`src/rtl/lirq_pkg.sv`:
```
package lirq_pkg;

  typedef enum logic [1:0] {
    GATE_OFF    = 2'b00,
    GATE_ALWAYS = 2'b01,
    GATE_PORT   = 2'b10,
    GATE_RSVD   = 2'b11
  } gate_mode_e;

  function automatic bit level_ok(input int lvl);
    return (lvl >= 2 && lvl <= 7) || (lvl >= 10 && lvl <= 12);
  endfunction

endpackage

```
`src/rtl/lirq_sync_edge.sv`:
```
module lirq_sync_edge #(
  parameter int STAGES = 2
) (
  input  logic clk,
  input  logic rst_n,
  input  logic async_in,
  output logic rise
);
  localparam int CHAIN_W = STAGES + 1;

  logic [CHAIN_W-1:0] chain;

  always_ff @(posedge clk) begin
    if (!rst_n) chain <= '0;
    else        chain <= {chain[CHAIN_W-2:0], async_in};
  end

  assign rise = chain[STAGES-1] & ~chain[STAGES];

  p_rise_single_r3: assert property (@(posedge clk) disable iff (!rst_n)
    rise |=> !rise);

endmodule

```
`src/rtl/lirq_bus_decode.sv`:
```
module lirq_bus_decode #(
  parameter int          ADDR_W  = 4,
  parameter logic [ADDR_W-1:0] OFF_EN  = 4'hB,
  parameter logic [ADDR_W-1:0] OFF_CLR = 4'hF
) (
  input  logic              clk,
  input  logic              rst_n,
  input  logic [ADDR_W-1:0] addr,
  input  logic              rd,
  input  logic              wr,
  input  logic              cs,
  output logic              en_set,
  output logic              en_clr,
  output logic              pend_clr
);
  logic rd_live, wr_live, rd_q, wr_q, rd_evt, wr_evt;

  assign rd_live = rd & cs;
  assign wr_live = wr & cs;

  always_ff @(posedge clk) begin
    if (!rst_n) begin
      rd_q <= 1'b0;
      wr_q <= 1'b0;
    end else begin
      rd_q <= rd_live;
      wr_q <= wr_live;
    end
  end

  assign rd_evt   = rd_live & ~rd_q;
  assign wr_evt   = wr_live & ~wr_q;
  assign en_set   = wr_evt & (addr == OFF_EN);
  assign en_clr   = rd_evt & (addr == OFF_EN);
  assign pend_clr = wr_evt & (addr == OFF_CLR);

  // one event per strobe
  p_one_shot_wr_r9: assert property (@(posedge clk) disable iff (!rst_n)
    wr_evt |=> !wr_evt);
  p_one_shot_rd_r9: assert property (@(posedge clk) disable iff (!rst_n)
    rd_evt |=> !rd_evt);
  p_need_cs_r8: assert property (@(posedge clk) disable iff (!rst_n)
    !cs |-> !(en_set || en_clr || pend_clr));

endmodule

```
`src/rtl/lirq_core.sv`:
```
module lirq_core
  import lirq_pkg::*;
(
  input  logic       clk,
  input  logic       rst_n,
  input  logic       en_set,
  input  logic       en_clr,
  input  logic       pend_clr,
  input  logic       rise,
  input  logic [1:0] mode,
  input  logic       port_c7,
  output logic       req
);
  logic enable, pending, gate_open, armed;

  always_comb begin
    case (gate_mode_e'(mode))
      GATE_ALWAYS: gate_open = 1'b1;
      GATE_PORT:   gate_open = ~port_c7;
      default:     gate_open = 1'b0;
    endcase
  end

  assign armed = enable & gate_open;

  always_ff @(posedge clk) begin
    if (!rst_n) begin
      enable  <= 1'b0;
      pending <= 1'b0;
    end else begin
      if (en_clr)      enable <= 1'b0;
      else if (en_set) enable <= 1'b1;
      if (pend_clr)            pending <= 1'b0;
      else if (rise && armed)  pending <= 1'b1;
    end
  end

  assign req = pending & armed;

  p_clear_r5: assert property (@(posedge clk) disable iff (!rst_n)
    pend_clr |=> !pending);
  p_sticky_r4: assert property (@(posedge clk) disable iff (!rst_n)
    pending && !pend_clr |=> pending);
  p_en_set_r2: assert property (@(posedge clk) disable iff (!rst_n)
    en_set && !en_clr |=> enable);
  p_en_clr_r2: assert property (@(posedge clk) disable iff (!rst_n)
    en_clr |=> !enable);
  p_disarmed_r10: assert property (@(posedge clk) disable iff (!rst_n)
    !armed && !pending |=> !pending);
  p_closed_r6: assert property (@(posedge clk) disable iff (!rst_n)
    (mode == 2'b00 || mode == 2'b11) |-> !req);

endmodule

```
`src/rtl/lirq_route.sv`:
```
module lirq_route
  import lirq_pkg::*;
#(
  parameter int NUM_LINES   = 16,
  parameter int ROUTE_LEVEL = 5
) (
  input  logic                 req,
  output logic [NUM_LINES-1:0] lines
);
  localparam bit LEGAL = level_ok(ROUTE_LEVEL) && (ROUTE_LEVEL < NUM_LINES);

  for (genvar i = 0; i < NUM_LINES; i++) begin : g_line
    if (LEGAL && i == ROUTE_LEVEL) begin : g_hit
      assign lines[i] = req;
    end else begin : g_miss
      assign lines[i] = 1'b0;
    end
  end

endmodule

```
`src/rtl/lirq_ctrl.sv`:
```
module lirq_ctrl #(
  parameter int NUM_LINES   = 16,
  parameter int ROUTE_LEVEL = 5,
  parameter int SYNC_STAGES = 2
) (
  input  logic                 clk,
  input  logic                 rst_n,
  input  logic [3:0]           bus_addr,
  input  logic                 bus_rd,
  input  logic                 bus_wr,
  input  logic                 bus_cs,
  input  logic [1:0]           gate_mode,
  input  logic                 port_c7,
  input  logic                 ext_in,
  output logic [NUM_LINES-1:0] irq_lines
);
  logic rise, en_set, en_clr, pend_clr, req;

  lirq_sync_edge #(.STAGES(SYNC_STAGES)) u_sync (
    .clk(clk), .rst_n(rst_n), .async_in(ext_in), .rise(rise)
  );

  lirq_bus_decode #(.ADDR_W(4), .OFF_EN(4'hB), .OFF_CLR(4'hF)) u_dec (
    .clk(clk), .rst_n(rst_n), .addr(bus_addr), .rd(bus_rd), .wr(bus_wr),
    .cs(bus_cs), .en_set(en_set), .en_clr(en_clr), .pend_clr(pend_clr)
  );

  lirq_core u_core (
    .clk(clk), .rst_n(rst_n), .en_set(en_set), .en_clr(en_clr),
    .pend_clr(pend_clr), .rise(rise), .mode(gate_mode), .port_c7(port_c7),
    .req(req)
  );

  lirq_route #(.NUM_LINES(NUM_LINES), .ROUTE_LEVEL(ROUTE_LEVEL)) u_route (
    .req(req), .lines(irq_lines)
  );

  p_onehot_r7: assert property (@(posedge clk) disable iff (!rst_n)
    $onehot0(irq_lines));
  p_drop_after_clear_r5: assert property (@(posedge clk) disable iff (!rst_n)
    pend_clr |=> irq_lines == '0);

endmodule

```
`config.mk`:
```
export PLATFORM = sky130hd
export DESIGN_NAME = lirq_ctrl
export DESIGN_NICKNAME = d
export VERILOG_FILES = /design/src/rtl/lirq_pkg.sv /design/src/rtl/lirq_sync_edge.sv /design/src/rtl/lirq_bus_decode.sv /design/src/rtl/lirq_core.sv /design/src/rtl/lirq_route.sv /design/src/rtl/lirq_ctrl.sv
export SDC_FILE = /design/constraint.sdc
export NUM_CORES = 1
export LEC_CHECK = 0
export ABC_CLOCK_PERIOD_IN_PS = 2300
export BUFFER_PORTS_ARGS = -buffer_cell sky130_fd_sc_hd__buf_2
export CAP_MARGIN = 20
export CORE_AREA = 5 5 42 44
export DETAILED_ROUTE_END_ITERATION = 10
export DIE_AREA = 0 0 47 49
export SETUP_SLACK_MARGIN = 0.5
export SLEW_MARGIN = 20
export SYNTH_ARGS = -nofsm -noshare
export SYNTH_HDL_FRONTEND = slang
export SYNTH_SLANG_ARGS = --single-unit
```
`constraint.sdc`:
```
create_clock -name clk -period 2.3 [get_ports clk]
set_input_delay 0.23 -clock clk [delete_from_list [all_inputs] [get_ports clk]]
set_output_delay 0.23 -clock clk [all_outputs]
set_load 0.1 [all_outputs]
```
==> metrics, run 1 <==
run status=finished, final reports clean; vias per cell=3.756; Ports=29; Chip Width=between 40 and 50 µm; asr flop ratio synth=0%; Post-synth top flop=dfxtp_1; Die Area=0.002303 mm²; clock buffer count from CTS=3; reg-to-reg slack, setup=about 1.5 ns; share of cells above drive strength 1=roughly a quarter; minimum clock period=1.589 ns; vias in the first global route=between 200 and 300; worst vdd ir=0.0002547 V; setup TNS=0 ns; Layout Area Growth over Synthesis=10.51%; R2R Path End=u_core.enable; final net count=around 80; Final ANT Viol Nets=0; sw frac=44.09%; largest net degree at the start of global routing=8; Comb pwr share=35.4%; IO Port Bufs=13; CP Capture Type=output pin; maximum clock frequency=roughly 0.63 GHz; FF+latch count, synth=7; setup violators final=0; Max Cap Viol=0; Worst Path Max Fanout=2; internal power=slightly above 0.2 mW; clk root buf=clkbuf_4; clock slew at reported path FFs=0.05 ns; PD cells=between 700 and 800 mW/mm²; Initial Util=29.73%; Worst Hold End=u_sync.chain[0]; Post-Syn Area=416.7 µm²; drt initial violations=1; Setup Skew=between 0.0008 and 0.0009 ns; first-pass GRT wire length=between 1 and 1.5 mm; Tot GR Track Use=6.916%; Synth Area per Inst=8.865 µm²; Pwr Total=0.3646 mW; dpl cell area=434.2 µm²; Required @ worst endpoint=2.07 ns; sw power=0.1608 mW; hold_sp=ext_in; hold depth=2; Tcrit/Tclk final=69.09%; Resized Gates After CTS=0; Row Count=14; cell count after synthesis=47; dpl ws=~0.71 ns; Die H=49 µm; HP Class=in -> reg; initial antenna violation count=0; fin. max-slew vios=0; Post-Route WL=between 600 and 700 µm; hold slack=between 0.15 and 0.2 ns; WL/cell=8.872 µm; Reg power frac=34.5%; H-tree lvl count=1; CORE AREA=0.001401 mm²; crit path launch type=input pin; # diodes=0; sequential share of the synthesized area=33.63%; CTS tree=yes; clock sink count=7; DRC viols=0; Post-CTS Hold Buffers=0; Worst-Skew Late Latency=between 0.2 and 0.3 ns; Post-CTS Setup Bufs=0; Final GP Congestion=0.6393; Bufs on Longest Clock Path=2; final hold viol count=0; critical path startpoint=gate_mode[0]; fin worst setup slack=approximately 0.71 ns; Leakage=around 0.24 nW; Worst R2R Path Depth=3; Syn. warnings=0; routed via count=293; RSZ-0062 raised after global routing=false; CP max stage cell=buf_2; Design Area, Final=about 460 µm²; reg2reg start=u_dec.wr_q; Post-synth EDFFs=0; Detailed Routing Iterations Pass 1=4; clock share of power=30.1%; CP arrival=about 1.4 ns; crit path kind=in -> out; Crit path largest cell delay=0.43 ns; critical path cell sequence=buf_2 -> inv_1 -> ha_1 -> nor2b_1 -> o21ai_0 -> nor2_1 -> buf_2; CP dominant cell by count=buf_2; Overflow after GRT=0; Unique masters post-synth=18
per-layer routing:
| metal | vias to the layer above | global-route usage [%] | wire length (µm) | part of all wire [%] |
|---|---|---|---|---|
| met3 | 2 | 2.583 | 113 | 16 |
| met2 | 19 | 8.145 | 287 | 41 |
| li1 | 155 | - | - | - |
| met4 | 0 | 8.295 | 10 | 1.4 |
| met5 | - | 0 | 0 | 0 |
| met1 | 117 | 8.186 | 281 | 41 |
sequential cells by signal, summed over array words and instances (netlist names):
register        flops
u_sync.chain        3
u_core.enable       1
u_core.pending      1
u_dec.rd_q          1
u_dec.wr_q          1
critical path, delay by kind of cell:
| kind | cells | cell delay [ns] |
|---|---|---|
| AOI/OAI and AO/OA | 1 | 0.10 |
| buffers and inverters | 3 | 0.56 |
| and+or+nand+nor | 2 | 0.19 |
| adders and majority gates | 1 | 0.28 |
cells by family after synthesis:
group | synth area share (%)
flip-flops | 33.63
AND/OR/NAND/NOR | 19.22
other | 0.9000
adder cells (fa/ha/maj) | 6.005
AO/OA/AOI/OAI | 8.708
buffers and inverters | 31.53
cell usage in the layout, fill, tap and decap left out:
master	count
clkbuf_1	1
nor2b_1	3
nand2_1	1
conb_1	15
ha_1	2
nand4_1	1
o21ai_0	1
inv_1	3
o21bai_1	1
o221ai_1	1
nand4b_1	1
dfxtp_1	7
o311a_1	1
clkbuf_4	3
nand3b_1	1
and2_1	3
a21oi_1	1
and3_1	2
nor2_1	1
buf_2	13
Yosys cell counts (2+ instances only):
library cell / n / area, µm²
nor2b_1: 3 / 18.77
buf_4: 16 / 120.1
and3_1: 2 / 12.51
inv_1: 3 / 11.26
dfxtp_1: 7 / 140.1
ha_1: 2 / 25.02
and2_1: 3 / 18.77
final cells by class:
type                    count  area, µm²
clock buffers               4      26.28
fillers                   150      940.9
multi-input cells          35      197.7
repair buffers             13      65.06
flip-flops and latches      7      140.1
well taps                  16      20.02
inverters                   3      11.26
stage by stage:
| stage | std cells | util [%] |
|---|---|---|
| 6_report | 78 | 32.86 |
| 5_1_grt | 78 | 32.86 |
| 4_1_cts | 78 | 32.86 |
| 3_5_place_dp | 74 | 30.98 |
| 3_3_place_gp | 74 | 30.98 |
| 2_1_floorplan | 61 | - |
worst max path at each step:
stage	endpoint	slack, ns	cells past startpoint
2_1_floorplan	irq_lines[5]	0.99	6
3_3_place_gp	irq_lines[5]	0.72	7
3_5_place_dp	irq_lines[5]	0.71	7
4_1_cts	irq_lines[5]	0.70	7
6_report	irq_lines[5]	0.71	7
5_1_grt	irq_lines[5]	0.58	7
power groups by stage:
stage               Combinational [mW]  Clock [mW]  Sequential (mW)
finish                           0.129       0.110            0.126
floorplan                        0.134           0            0.128
global route                     0.134       0.122            0.126
CTS                              0.128       0.118            0.126
global placement                 0.128           0            0.128
detailed placement               0.128           0            0.128
No activity file was read; power rests on OpenSTA's default activity.
==> run 2: changes to the inputs <==
Settings changed: ABC_CLOCK_PERIOD_IN_PS 2300 to 1450, PLACE_DENSITY set to 0.66.
Clock period 2.3 ns to 1.45 ns, I/O delays scaled along.
==> run 2 against run 1 <==
Against the previous run: die area unchanged; register-to-register slack got worse by 1.2 ns; sequential cell count stayed put; non-clock buffer count up 6; sequential share of layout area fell by 5.7 points; power rose by 62%; sequential power rose by 59%; critical endpoint unchanged; highest routed layer is now met3.
==> metrics, run 2 (synthesized netlist as in run 1, its figures left out) <==
CP max stage cell=dfxtp_2 (was buf_2); CTS tree=yes (unchanged); PD cells=1030 mW/mm² (was 791.9 mW/mm²); Worst-Skew Late Latency=0.25 ns (about the same); CP arrival=1.13 ns (was 1.36 ns); critical path cell sequence=nor2b_4 -> o21ai_2 -> nor2_2 -> buf_12 (was buf_2 -> inv_1 -> ha_1 -> nor2b_1 -> o21ai_0 -> nor2_1 -> buf_2); Die Area=0.002303 mm² (unchanged); crit path buf inv count=1 (was 3); Die H=49 µm (unchanged); Detailed Routing Iterations Pass 1=1 (was 4); H-tree lvl count=1 (unchanged); fillers=148 (was 150); minimum clock period=1.274 ns; final hold viol count=0 (unchanged); Tcrit/Tclk final=87.86%; post-DP HPWL=565.3 µm; Worst R2R Path Depth=8 (was 3); Top delay family on crit path=flip-flops (was buffers and inverters); drt initial violations=0 (was 1); Row Count=14 (unchanged); worst vdd ir=0.0003954 V (was 0.0002547 V); crit path kind=reg -> out (was in -> out); WL/cell=9.405 µm (was 8.872 µm); Setup Skew=0.005502 ns (was 0.0008236 ns); vias in the first global route=250 (was 268); Crit path largest cell delay=0.32 ns (was 0.43 ns); Initial Util=29.73% (unchanged); most common cell after layout, fill and taps aside=conb_1 (unchanged); Overflow after GRT=0 (unchanged); CP Capture Type=output pin (unchanged); setup violators final=0 (unchanged); DRC viols=0 (unchanged); Required @ worst endpoint=1.31 ns (was 2.07 ns); Tot GR Track Use=6.436% (was 6.916%); Ports=29 (unchanged); vias per cell=3.929 (was 3.756); maximum clock frequency=0.7850 GHz; final net count=84 (was 78); Bufs on Longest Clock Path=2 (unchanged); IO Port Bufs=13 (unchanged); dpl cell area=466.7 µm² (was 434.2 µm²); Final GP Congestion=0.6090 (was 0.6393); Leakage=0.2752 nW (was 0.2393 nW); RSZ-0062 raised after global routing=true (was false); run status=finished, final reports clean (unchanged); first-pass GRT wire length=1.055 mm (was 1.062 mm); Layout Area Growth over Synthesis=37.24% (was 10.51%); clock slew at reported path FFs=0.05 ns (about the same); fin. max-slew vios=0 (unchanged); routed via count=330 (was 293); setup TNS=0 ns (unchanged); Post-Route WL=790 µm (was 692 µm); clock sink count=7 (unchanged); initial antenna violation count=0 (unchanged); hold depth=2 (unchanged); clk root buf=clkbuf_4 (unchanged); Worst Path Max Fanout=2 (unchanged); largest net degree at the start of global routing=8 (unchanged); share of cells above drive strength 1=42.65% (was 25.81%); Most flops, register=u_sync.chain (unchanged); CORE AREA=0.001401 mm² (unchanged); HP Class=in -> reg (unchanged); clock buffer count from CTS=3 (unchanged); Design Area, Final=571.8 µm² (was 460.4 µm²); crit path launch type=flip-flop (was input pin); critical path depth in cells=4 (was 7); Final ANT Viol Nets=0 (unchanged); # diodes=0 (unchanged); most frequent cells in the layout=conb_1, buf_2, dfxtp_1, buf_6 (was conb_1, buf_2, dfxtp_1); Max Cap Viol=0 (unchanged); Chip Width=47 µm (unchanged); number of flip-flops in the largest register=3 (unchanged)
run 2: final timing paths:
path                                        end  slack (ns)       startpoint
worst min register to register  u_sync.chain[1]        0.43  u_sync.chain[0]
worst max-delay path               irq_lines[5]        0.18    u_core.enable
worst max register to register   u_core.pending        0.22    u_core.enable
worst min-delay path            u_sync.chain[0]        0.11           ext_in
run 2: worst reg2reg max path, delay by kind of cell (launching register included):
kind / cells / cell delay [ns]
buffers and inverters: 5 / 0.53
flip-flops: 1 / 0.32
AO/OA/AOI/OAI: 2 / 0.16
AND/OR/NAND/NOR: 1 / 0.14
run 2: stage by stage:
stage | instances | power (mW) | utilization [%] | hold WS (ns) | setup WS (ns)
2_1_floorplan | 61 | 0.4181 | - | 0.2667 | 0.4305
3_3_place_gp | 74 | 0.4099 | 33.30 | 0.3494 | 0.2092
3_5_place_dp | 74 | 0.4114 | 33.30 | 0.3559 | 0.1835
4_1_cts | 83 | 0.5922 | 38.13 | 0.09828 | 0.1701
5_1_grt | 84 | 0.6180 | 40.80 | 0.1133 | 0.1036
6_report | 84 | 0.5892 | 40.80 | 0.1081 | 0.1761
run 2: where the power goes:
part           total (mW)  internal [mW]  switching [mW]
Clock               0.175          0.105          0.0698
Sequential          0.200          0.198         0.00131
Combinational       0.215         0.0252           0.190
Total               0.589          0.329           0.261
run 2: repair_timing:
| item | 4_1_cts | 5_1_grt |
|---|---|---|
| endpoints found under the setup margin | 1 | 2 |
| setup buffers | 5 | 1 |
| resized for setup | 2 | 8 |
| pin swaps | 1 | 2 |
| hold buffers | 0 | 0 |
run 2: metal layers:
metal	routed length, µm	vias to the layer above	track usage, %	part of all wire [%]
li1	-	166	-	-
met1	284	141	8.018	36
met2	365	23	8.824	46
met3	140	0	2.583	18
met4	0	0	4.147	0
met5	0	-	0	0
run 2: cell type report:
class / count / area [µm²] / share of cell area [%]
clock buffers: 4 / 26.28 / 4.595
inverters: 3 / 16.27 / 2.845
multi-input cells: 35 / 227.7 / 39.82
flip-flops and latches: 7 / 141.4 / 24.73
well taps: 16 / 20.02 / 3.501
repair buffers: 19 / 140.1 / 24.51
==> run 3: changes to the inputs <==
Settings changed: PLACE_DENSITY 0.66 to 0.64.
==> run 3 against run 2 <==
Against the previous run: power shrank 0.91%; final area down 12%; non-clock buffer count decreased by 5; core utilization down 4.8 points; fmax increased by 3.1%; clock skew fell by 0.00075 ns; die area unchanged; setup slack improved by 0.039 ns; highest routed layer is now met4.
==> metrics, run 3 (synthesized netlist as in run 1, its figures left out) <==
number of flip-flops in the largest register=3 (unchanged); drt initial violations=2 (was 0); fin. max-slew vios=0 (unchanged); CP Capture Type=output pin (unchanged); Ports=29 (unchanged); setup TNS=0 ns (unchanged); share of cells above drive strength 1=33.33% (was 42.65%); Die Area=0.002303 mm² (unchanged); CORE AREA=0.001401 mm² (unchanged); vias in the first global route=257 (was 250); initial antenna violation count=0 (unchanged); CTS tree=yes (unchanged); most common cell after layout, fill and taps aside=conb_1 (unchanged); Tcrit/Tclk final=85.20% (was 87.86%); worst vdd ir=0.0004511 V (was 0.0003954 V); Chip Width=47 µm (unchanged); most frequent cells in the layout=conb_1, buf_2, dfxtp_1 (was conb_1, buf_2, dfxtp_1, buf_6); clock slew at reported path FFs=0.05 ns (about the same); Max Cap Viol=0 (unchanged); Worst-Skew Late Latency=0.25 ns (about the same); # diodes=0 (unchanged); Worst Path Max Fanout=2 (unchanged); PD cells=1158 mW/mm² (was 1030 mW/mm²); H-tree lvl count=1 (unchanged); first-pass GRT wire length=1.083 mm (was 1.055 mm); vias per cell=3.899 (was 3.929); largest net degree at the start of global routing=8 (unchanged); Post-CTS Hold Buffers=0 (unchanged); Required @ worst endpoint=1.31 ns (about the same); maximum clock frequency=0.8095 GHz (was 0.7850 GHz); Final ANT Viol Nets=0 (unchanged); Detailed Routing Iterations Pass 1=2 (was 1); multi-input logic area=212.7 µm² (was 227.7 µm²); run status=finished, final reports clean (unchanged); final net count=79 (was 84); IO Port Bufs=13 (unchanged); fillers=156 (was 148); post-DP HPWL=566.6 µm (was 565.3 µm); Layout Area Growth over Synthesis=21.02% (was 37.24%); Setup Skew=0.004753 ns (was 0.005502 ns); FF+latch area=141.4 µm² (unchanged); Post-Route WL=683 µm (was 790 µm); minimum clock period=1.235 ns (was 1.274 ns); clk root buf=clkbuf_4 (unchanged); Row Count=14 (unchanged); Tot GR Track Use=6.911% (was 6.436%); routed via count=308 (was 330); Leakage=0.2456 nW (was 0.2752 nW); Bufs on Longest Clock Path=2 (unchanged); CP arrival=1.09 ns (was 1.13 ns); final hold viol count=0 (unchanged); Initial Util=29.73% (unchanged); HP Class=in -> reg (unchanged); crit path kind=reg -> out (unchanged); WL/cell=8.646 µm (was 9.405 µm); Most flops, register=u_sync.chain (unchanged); clock sink count=7 (unchanged); crit path launch type=flip-flop (unchanged); clock buffer count from CTS=3 (unchanged); Final GP Congestion=0.6101 (was 0.6090); hold slack=0.1013 ns (was 0.1081 ns); Overflow after GRT=0 (unchanged); Die H=49 µm (unchanged); DRC viols=0 (unchanged); setup violators final=0 (unchanged); RSZ-0062 raised after global routing=true (unchanged)
[run 3: area by class of cell]
class / count / area share, %
Tap cell: 16 / 3.970
Sequential cell: 7 / 28.04
Clock buffer: 4 / 5.211
Timing Repair Buffer: 14 / 17.37
Multi-Input combinational cell: 35 / 42.18
Inverter: 3 / 3.226
[run 3: path summary, 6_finish.rpt]
| kind | from | to | slack, ns | depth (start not counted) |
|---|---|---|---|---|
| setup reg to reg | u_core.enable | u_core.pending | 0.62 | 4 |
| hold / removal | ext_in | u_sync.chain[0] | 0.10 | 2 |
| setup / recovery | u_core.enable | irq_lines[5] | 0.21 | 4 |
| hold reg to reg | u_sync.chain[0] | u_sync.chain[1] | 0.44 | 1 |
[run 3: through the flow]
| stage | area [µm²] | util (%) | std cells | worst slack [ns] | power (mW) |
|---|---|---|---|---|---|
| finish | 504.2 | 35.98 | 79 | 0.2147 | 0.5839 |
| global route | 504.2 | 35.98 | 79 | 0.1394 | 0.6142 |
| CTS | 504.2 | 35.98 | 79 | 0.1935 | 0.5943 |
| detailed placement | 466.7 | 33.30 | 74 | 0.2136 | 0.4121 |
| global placement | 466.7 | 33.30 | 74 | 0.2121 | 0.4097 |
| floorplan | 490.5 | - | 61 | 0.4305 | 0.4181 |
[run 3: routing by layer]
layer	routed length [µm]	track usage, %	share of wire, %	vias up
met3	104	3.690	15	4
li1	-	-	-	158
met2	317	8.145	46	18
met5	0	0	0	-
met1	239	8.168	35	128
met4	21	6.912	3.1	0
[run 3: critical path, stage by stage (launching register included)]
cell,delay [ns]
dfxtp_2,0.31
nor2b_1,0.11
o21ai_1,0.09
nor2_2,0.14
buf_12,0.19
[run 3: where the power goes]
part / switching, mW / leakage, nW / internal [mW]
Sequential: 0.00152 / 0.0577 / 0.199
Combinational: 0.187 / 0.173 / 0.0219
Clock: 0.0702 / 0.0150 / 0.105
[run 3: repair_timing]
action,in CTS,in global routing
pin swaps,1,0
buffers inserted,1,0
gates resized for setup,2,0
endpoints found under the setup margin,1,1
